==> src/rtl/pwmtb_pkg.sv <==
package pwmtb_pkg;
   typedef enum logic [1:0] {
      SO_PASS  = 2'd0,
      SO_OFF_A = 2'd1,
      SO_CMPB  = 2'd2,
      SO_OFF_B = 2'd3
   } so_sel_e;
endpackage

==> src/rtl/pwmtb_counter.sv <==
module pwmtb_counter #(
   parameter int CW = 16
) (
   input  logic          clk,
   input  logic          rst_n,
   input  logic          run_i,
   input  logic [CW-1:0] period_i,
   input  logic [CW-1:0] phase_i,
   input  logic          phase_dir_i,
   input  logic          load_i,
   output logic [CW-1:0] cnt_o,
   output logic          dir_down_o
);
   localparam logic [CW-1:0] ZERO = '0;
   localparam logic [CW-1:0] ONE  = {{(CW-1){1'b0}}, 1'b1};

   logic [CW-1:0] cnt_q, cnt_d, prd_q, prd_eff, ld_val;
   logic          dir_q, dir_d;

   // the period register follows the input only at the bottom of the triangle
   assign prd_eff = (cnt_q == ZERO) ? period_i : prd_q;
   assign ld_val  = (phase_i > prd_eff) ? prd_eff : phase_i;

   always_comb begin
      cnt_d = cnt_q;
      dir_d = dir_q;
      if (run_i) begin
         if (load_i) begin
            cnt_d = ld_val;
            if (ld_val >= prd_eff)   dir_d = 1'b1;
            else if (ld_val == ZERO) dir_d = 1'b0;
            else                     dir_d = phase_dir_i;
         end else if (prd_eff == ZERO) begin
            cnt_d = ZERO;
         end else if (!dir_q) begin
            if (cnt_q >= prd_eff) begin
               dir_d = 1'b1;
               cnt_d = cnt_q - ONE;
            end else begin
               cnt_d = cnt_q + ONE;
            end
         end else begin
            if (cnt_q == ZERO) begin
               dir_d = 1'b0;
               cnt_d = ONE;
            end else begin
               cnt_d = cnt_q - ONE;
            end
         end
      end
   end

   always_ff @(posedge clk) begin
      if (!rst_n) begin
         cnt_q <= ZERO;
         dir_q <= 1'b0;
         prd_q <= ZERO;
      end else begin
         cnt_q <= cnt_d;
         dir_q <= dir_d;
         if (cnt_q == ZERO) prd_q <= period_i;
      end
   end

   assign cnt_o      = cnt_q;
   assign dir_down_o = dir_q;


   cnt_range_chk: assert property (@(posedge clk) disable iff (!rst_n)
      cnt_q <= prd_q);

   frozen_chk: assert property (@(posedge clk) disable iff (!rst_n)
      !run_i |=> ($stable(cnt_q) && $stable(dir_q)));

   prd_hold_chk: assert property (@(posedge clk) disable iff (!rst_n)
      (cnt_q != ZERO) |=> $stable(prd_q));

   peak_turn_chk: assert property (@(posedge clk) disable iff (!rst_n)
      (run_i && !load_i && !dir_q && cnt_q == prd_q && cnt_q != ZERO) |=> dir_q);
endmodule

==> src/rtl/pwmtb_sync.sv <==
module pwmtb_sync
   import pwmtb_pkg::*;
#(
   parameter int CW = 16
) (
   input  logic          clk,
   input  logic          rst_n,
   input  logic          run_i,
   input  so_sel_e       sel_i,
   input  logic          sw_force_i,
   input  logic          sync_in_i,
   input  logic [CW-1:0] cnt_i,
   input  logic [CW-1:0] cmpb_i,
   output logic          evt_o,
   output logic          sync_out_o
);
   logic hit_q;

   assign evt_o = sync_in_i | (sw_force_i & (sel_i == SO_PASS));

   always_ff @(posedge clk) begin
      if (!rst_n) hit_q <= 1'b0;
      else        hit_q <= run_i & (cnt_i == cmpb_i);
   end

   always_comb begin
      unique case (sel_i)
         SO_PASS: sync_out_o = evt_o;
         SO_CMPB: sync_out_o = hit_q;
         default: sync_out_o = 1'b0;
      endcase
   end


   cmpb_pulse_chk: assert property (@(posedge clk) disable iff (!rst_n)
      (sel_i == SO_CMPB && run_i && cnt_i == cmpb_i) |=> (sel_i != SO_CMPB || sync_out_o));
endmodule

==> src/rtl/pwmtb_flag.sv <==
module pwmtb_flag (
   input  logic clk,
   input  logic rst_n,
   input  logic set_i,
   input  logic clr_i,
   output logic flag_o
);
   logic flag_q;

   always_ff @(posedge clk) begin
      if (!rst_n)     flag_q <= 1'b0;
      else if (set_i) flag_q <= 1'b1;
      else if (clr_i) flag_q <= 1'b0;
   end

   assign flag_o = flag_q;


   set_wins_chk: assert property (@(posedge clk) disable iff (!rst_n)
      set_i |=> flag_o);
endmodule

==> src/rtl/pwm_timebase.sv <==
module pwm_timebase
   import pwmtb_pkg::*;
#(
   parameter int CW = 16
) (
   input  logic          clk,
   input  logic          rst_n,
   input  logic          run_i,
   input  logic [CW-1:0] period_i,
   input  logic [CW-1:0] phase_i,
   input  logic          phase_en_i,
   input  logic          phase_dir_i,
   input  logic [CW-1:0] cmpb_i,
   input  logic [1:0]    sync_sel_i,
   input  logic          sw_force_i,
   input  logic          sync_in_i,
   input  logic          flag_clr_i,
   output logic [CW-1:0] counter_o,
   output logic          dir_down_o,
   output logic          sync_flag_o,
   output logic          sync_out_o
);
   generate
      if (CW < 2 || CW > 32) begin : g_bad_width
         $error("pwm_timebase: CW must lie in 2..32");
      end
   endgenerate

   so_sel_e sel;
   logic    evt;

   assign sel = so_sel_e'(sync_sel_i);

   pwmtb_sync #(.CW(CW)) u_sync (
      .clk        (clk),
      .rst_n      (rst_n),
      .run_i      (run_i),
      .sel_i      (sel),
      .sw_force_i (sw_force_i),
      .sync_in_i  (sync_in_i),
      .cnt_i      (counter_o),
      .cmpb_i     (cmpb_i),
      .evt_o      (evt),
      .sync_out_o (sync_out_o)
   );

   pwmtb_counter #(.CW(CW)) u_cnt (
      .clk         (clk),
      .rst_n       (rst_n),
      .run_i       (run_i),
      .period_i    (period_i),
      .phase_i     (phase_i),
      .phase_dir_i (phase_dir_i),
      .load_i      (phase_en_i & evt),
      .cnt_o       (counter_o),
      .dir_down_o  (dir_down_o)
   );

   pwmtb_flag u_flag (
      .clk    (clk),
      .rst_n  (rst_n),
      .set_i  (evt),
      .clr_i  (flag_clr_i),
      .flag_o (sync_flag_o)
   );


   ext_sync_flag_chk: assert property (@(posedge clk) disable iff (!rst_n)
      sync_in_i |=> sync_flag_o);

   sw_ignored_chk: assert property (@(posedge clk) disable iff (!rst_n)
      (sw_force_i && sync_sel_i != 2'd0 && !sync_in_i && !sync_flag_o && !flag_clr_i)
      |=> !sync_flag_o);

   zero_phase_chk: assert property (@(posedge clk) disable iff (!rst_n)
      (run_i && phase_en_i && sync_in_i && phase_i == '0) |=> (counter_o == '0));

   sel_off_chk: assert property (@(posedge clk) disable iff (!rst_n)
      (sync_sel_i == 2'd1 || sync_sel_i == 2'd3) |-> !sync_out_o);
endmodule

==> config.mk <==
export PLATFORM = sky130hd
export DESIGN_NAME = pwm_timebase
export DESIGN_NICKNAME = d
export VERILOG_FILES = /design/src/rtl/pwmtb_pkg.sv /design/src/rtl/pwmtb_counter.sv /design/src/rtl/pwmtb_sync.sv /design/src/rtl/pwmtb_flag.sv /design/src/rtl/pwm_timebase.sv
export SDC_FILE = /design/constraint.sdc
export NUM_CORES = 1
export LEC_CHECK = 0
export ABC_AREA = 1
export BUFFER_PORTS_ARGS = -buffer_cell sky130_fd_sc_hd__buf_2
export CORE_MARGIN = 3
export CORE_UTILIZATION = 30
export CTS_BUF_LIST = sky130_fd_sc_hd__clkbuf_8
export CTS_CLUSTER_DIAMETER = 50
export DETAILED_ROUTE_END_ITERATION = 10
export GPL_ROUTABILITY_DRIVEN = 0
export GPL_TIMING_DRIVEN = 0
export PLACE_DENSITY_LB_ADDON = 0.15
export SYNTH_ARGS = -nofsm -noshare
export SYNTH_HDL_FRONTEND = slang
export SYNTH_SLANG_ARGS = --single-unit
==> constraint.sdc <==
create_clock -name clk -period 9 [get_ports clk]
set_input_delay 1.8 -clock clk [delete_from_list [all_inputs] [get_ports clk]]
set_output_delay 1.8 -clock clk [all_outputs]
set_load 0.01 [all_outputs]
[After elaboration in Yosys (flattened, before gate mapping)]
Cells that the tools add are included.
Storage, ports and cells
  bits in registers: 35
  input port bits: 58
  output and inout port bits: 19
Cells by class
  add/subtract/negate cells: 2
  $lt $le $gt $ge: 3
  equal/unequal tests: 3
  multiplexer cells: 17
  bitwise logic cells: 4
  reduce and logical (&&, ||, !) cells: 6
Operator list (number)
  16-bit 2-to-1 mux: 7
  16-bit logical NOT: 3
  16-bit >= comparator: 2
  16-bit by 1-bit adder with 16-bit output, second input constant: 1
  16-bit == test: 1
  16-bit > comparator: 1
  16-bit by 1-bit subtractor with 16-bit output, second input constant: 1
  1-bit 2-to-1 mux: 9
  1-bit AND: 3
  2-bit == test, second input constant: 1
  2-bit logical NOT: 1
  2-bit by 1-bit != test with 1-bit output, second input constant: 1
  1-bit one-hot mux with 2 select lines: 1
  2-bit AND reduction: 1
  2-bit nonzero test: 1
  1-bit OR: 1

[Longest topological paths before layout]
  word-level depth: 8
  mapped depth: 37
  mapped depth without buffers: 34

[Cells and area by module]
Synthesis repeated with hierarchy kept, for this count alone.
Second synthesis, totals
  cell total of the unflattened synthesis: 650
  area total of the unflattened synthesis: 4015.1 um^2
Modules (own cells, without submodules)
  pwmtb_counter: times used 1, cells each 565, area each 3614.7 um^2
  pwmtb_sync: times used 1, cells each 77, area each 349.1 um^2
  pwmtb_flag: times used 1, cells each 6, area each 43.8 um^2
  pwm_timebase: times used 1, cells each 2, area each 7.5 um^2

[Worst setup path before layout]
No wires, ideal clock.
  path type: in2reg
  from: in period_i[5]
  to: reg u_cnt.dir_q (netlist: u_cnt.dir_down_o)
  setup time: 122 ps
  data arrival time: 4483 ps
  data required time: 8878 ps
  path slack: 4396 ps
  stages: 28
  buffers on the path: 1
  cell sequence: nor2_1 -> nor2_1 -> inv_1 -> ha_1 -> nand2_1 -> inv_1 -> o21ai_0 -> a21oi_1 -> a211oi_1 -> nand2_4 -> nand2_4 -> buf_6 -> nand2_1 -> nand2_1 -> inv_1 -> ha_1 -> o21ai_0 -> nand2_1 -> o21ai_0 -> nand2_1 -> nand2_1 -> nand2_1 -> nand2_1 -> nand3_1 -> nand2_1 -> nand3_1 -> nand2_1 -> a21oi_2
Between the ends
  cells in the longest elaborated chain, start to end: 7
RTL lines
  from (decl): line pwm_timebase.sv:9  | input logic [CW-1:0] period_i,
  16-bit 2-to-1 mux *
  parallel branches: the longest is 6 deep, another holds 16-bit > comparator
  to (signal assigned): line pwmtb_counter.sv:60  | dir_q <= dir_d;
  to (decl): line pwmtb_counter.sv:18  | logic dir_q, dir_d;
Mark *: on every way between the ends. The select of a mux whose other input is x is not followed.
A chain may end at the register's enable or synchronous reset.

[Final worst setup path]
  from: reg u_cnt.cnt_q[1] (netlist: u_cnt.cnt_o[1])
  to: reg u_cnt.dir_q (netlist: u_cnt.dir_down_o)
Between the ends
  cells in the longest elaborated chain, start to end: 8
RTL lines
  from (decl): line pwmtb_counter.sv:17  | logic [CW-1:0] cnt_q, cnt_d, prd_q, prd_eff, ld_val;
  from (signal assigned): line pwmtb_counter.sv:59  | cnt_q <= cnt_d;
  parallel branches: the longest is 8 deep, another holds 16-bit > comparator
Parallel ways; which one is timed is not known. The select of a mux whose other input is x is not followed.

==> out/summary.log <==
INFO  route          via_count=4208
INFO  critical_path  criticalPathCategory=flop to flop
INFO  floorplanning  fp.dieArea=14200squm
INFO  clock_network  cts_tree=yes
INFO  layout         share_of_post_route_cells_with_drive_strength_above_1=18.4%
INFO  synthesis      post_synth_edffs=0
INFO  route          drtAntennaViolNets=0
INFO  synthesis      postSynthRegisterBits=35
INFO  layout         final_design_area_no_fill=4540squm
INFO  power_and_ir_drop power.internal=0.482mW
INFO  route          routed_wl=12800um
INFO  job            drv.max_cap_violation_count=0
INFO  sta            timing.final.crit_share=61.0%
INFO  global_routing remaining_global_route_overflow=0
INFO  global_routing grt_pass1_vias=4231
INFO  critical_path  timing.critical_path.slowest_cell_delay=550ps
INFO  power_and_ir_drop leakagePower=2.17nW
INFO  critical_path  worst_setup_ep_type=flop
INFO  route          post_drt_via_cell_ratio=4.96
INFO  global_routing wire_length_of_the_first_global_routing_pass=20900um
INFO  power_and_ir_drop comb_power_share=62.9%
INFO  clock_network  clock_sinks=35
INFO  clock_network  worst_setup_hold_path_clk_slew=80ps
INFO  power_and_ir_drop pwr-share-clk=16.1%
INFO  global_routing globalRouteMet2Util=30.9%
INFO  global_routing grt_util_met3=2.37%
INFO  sta            period_needed=5490ps
INFO  route          number_of_remaining_drc_errors=0
INFO  floorplanning  initial_utilization=31.3%
INFO  synthesis      syn_area_per_cell=6.41squm
INFO  sta            worst_relative_slew_slack=55.1%
INFO  sta            clock_skew=5.22ps
INFO  synthesis      yosysUniqueCellTypes=42
INFO  placed_design  postPlaceCellArea=4420squm
INFO  clock_network  clk_latency_worst_skew_pair=300ps
INFO  clock_network  cts-buffers-inserted=5
INFO  clock_network  cts_setup_buffers=0
INFO  critical_path  crit_path_required_time=9190ps
INFO  global_routing pin_count_of_the_biggest_net_entering_global_routing=12
INFO  global_routing grt_antenna_before_repair=0
INFO  clock_network  ctsRootBufferMaster=sky130_fd_sc_hd__clkbuf_8
INFO  sta            final_hold_vio_count=0
INFO  layout         layout_common_cells=sky130_fd_sc_hd__nand2_1 (149), sky130_fd_sc_hd__buf_2 (82), sky130_fd_sc_hd__inv_1 (64)
INFO  floorplanning  io-pin-count=77
INFO  placed_design  place_hpwl=10800um
INFO  floorplanning  fp-row-count=40
INFO  synthesis      synthesis.instances=599
INFO  floorplanning  floorplan.die.width=119um
INFO  layout         area_delta_synth_final=18.2%
INFO  synthesis      synth_sequential_area_ratio=18.2%
INFO  power_and_ir_drop p_sw_share=49.9%
INFO  floorplanning  die-height=119um
INFO  sta            tns=0ps
INFO  synthesis      synth_warnings=0
INFO  critical_path  crit_family=simple AND/OR/NAND/NOR gates
INFO  global_routing grt_use_total=18.0%
INFO  critical_path  cp_common_cell=sky130_fd_sc_hd__nand2_1
INFO  power_and_ir_drop switching_power_summed_over_all_nets=0.480mW
INFO  sta            grt_setup_unrepaired=false
INFO  layout         fin_nets=783
INFO  route          drt_pass1_iterations=5
INFO  power_and_ir_drop cellPowerDensity=212nW/um^2
INFO  layout         mostFrequentLayoutCell=sky130_fd_sc_hd__nand2_1
INFO  layout         antenna_cells=0
INFO  clock_network  cts.htree.levels=2
INFO  critical_path  worst-path-max-fanout=10
INFO  power_and_ir_drop worst_ir_drop_vdd=0.0745mV
INFO  synthesis      netlist_area=3840squm
INFO  sta            final_slew_viol_count=0
INFO  hold_path      hold_class=flop to flop
INFO  route          detail_route.wl_per_cell=15.1um
INFO  clock_network  post_cts_gate_resize_count=0
INFO  route          drtIter0Drc=179
INFO  global_routing global_route.peak_usage_layer=met2
INFO  floorplanning  core-area=12300squm
INFO  critical_path  crit_path_dat=5680ps
INFO  critical_path  critPathSlowestCell=sky130_fd_sc_hd__a211oi_1
INFO  synthesis      synth_async_reset_ratio=0%
INFO  sta            fmax=182MHz
INFO  sta            tightestPinTransition=669ps
INFO  synthesis      dominantRegCellSynth=sky130_fd_sc_hd__dfxtp_1
INFO  status         run_status=complete, no violations
INFO  critical_path  critical_path.n_buffers_inverters=7
INFO  clock_network  postCtsHoldBufs=0
INFO  synthesis      net_count_of_the_mapped_netlist=702
INFO  power_and_ir_drop p_seq_share=21.0%
INFO  global_routing grt_util_met1=23.5%
INFO  clock_network  clock_tree.buffer_depth=2
INFO  critical_path  crit_path_start_kind=flop
INFO  placed_design  place.port_buffers=74
INFO  sta            setup_viols_final=0
cell usage after synthesis (all sizes together) (3+ instances only):
| cell | n | area [sq um] |
|---|---|---|
| ha | 45 | 563 |
| nand4 | 12 | 81.3 |
| nor4 | 4 | 25.0 |
| dfxtp | 35 | 701 |
| nand3b | 3 | 22.5 |
| xor2 | 23 | 201 |
| buf | 14 | 96.3 |
| a31oi | 17 | 106 |
| inv | 65 | 244 |
| a21oi | 25 | 140 |
| nand2 | 162 | 656 |
| clkbuf | 8 | 30.0 |
| nor3 | 10 | 50.1 |
| xnor2 | 4 | 35.0 |
| o21ai | 36 | 180 |
| or2 | 3 | 18.8 |
| nand3 | 39 | 205 |
| a221oi | 3 | 26.3 |
| nor2 | 66 | 282 |
| a211oi | 3 | 22.5 |
| o22ai | 13 | 81.3 |
metrics by stage:
stage / power [mW] / hold slack, ps / std cells / utilization [%] / setup slack [ps]
finish: 0.962 / 550 / 849 / 37.0 / 3510
global route: 1.06 / 573 / 849 / 37.0 / 3060
CTS: 0.967 / 550 / 849 / 37.0 / 3490
detailed placement: 0.809 / 533 / 841 / 36.1 / 3530
global placement: 0.796 / 530 / 841 / 36.1 / 3600
floorplan: 0.637 / 559 / 599 / - / 4400
state kept, by name, summed over array words and instances (netlist names):
register	count
u_cnt.cnt_o	16
u_cnt.prd_q	16
u_cnt.dir_down_o	1
u_flag.flag_o	1
u_sync.hit_q	1
per-layer routing:
metal	up-vias	routed length, um
met5	-	0
met4	0	312
met3	21	649
met2	108	5950
met1	1910	5930
li1	2169	-
cell type report:
class | instances | area [sq um]
multi-input combinational | 477 | 2770
fill | 1365 | 7720
timing repair buffer | 74 | 370
tap | 168 | 210
inverter | 65 | 244
buffer | 22 | 126
sequential | 35 | 701
clock buffer | 6 | 82.6
clock inverter | 2 | 35.0
worst min-delay path: stages, from the launching register on:
cell,delay [ps]
sky130_fd_sc_hd__dfxtp_1,320
sky130_fd_sc_hd__inv_1,40
sky130_fd_sc_hd__o21ai_0,70
sky130_fd_sc_hd__nand2_1,50
sky130_fd_sc_hd__inv_1,30
cells by family (layout without fill, tap and decap cells):
group                      after synthesis  after routing  synth area share [%]
and+or+nand+nor                        301            301                  35.3
AOI/OAI and AO/OA                      104            104                  16.0
buffers and inverters                   87            169                  9.64
adders and majority gates               45             45                  14.7
DFF                                     35             35                  18.2
xor gates and xnor gates                27             27                  6.16
power by group through the flow:
stage	clock [mW]	combinational, mW	sequential (mW)
finish	0.154	0.605	0.202
global route	0.164	0.688	0.206
CTS	0.159	0.606	0.203
detailed placement	0	0.603	0.206
global placement	0	0.590	0.206
floorplan	0	0.433	0.204
worst paths after layout:
path / start / end / slack (ps) / cells past startpoint
worst min register to register: u_flag.flag_o$_SDFFE_PN0P_ / u_flag.flag_o$_SDFFE_PN0P_ / 550 / 4
worst max-delay path: u_cnt.cnt_o[1]$_SDFFE_PN0P_ / u_cnt.dir_down_o$_SDFFE_PN0P_ / 3510 / 35
worst min-delay path: u_flag.flag_o$_SDFFE_PN0P_ / u_flag.flag_o$_SDFFE_PN0P_ / 550 / 4
worst max register to register: u_cnt.cnt_o[1]$_SDFFE_PN0P_ / u_cnt.dir_down_o$_SDFFE_PN0P_ / 3510 / 35
No activity file was read; power rests on OpenSTA's default activity.
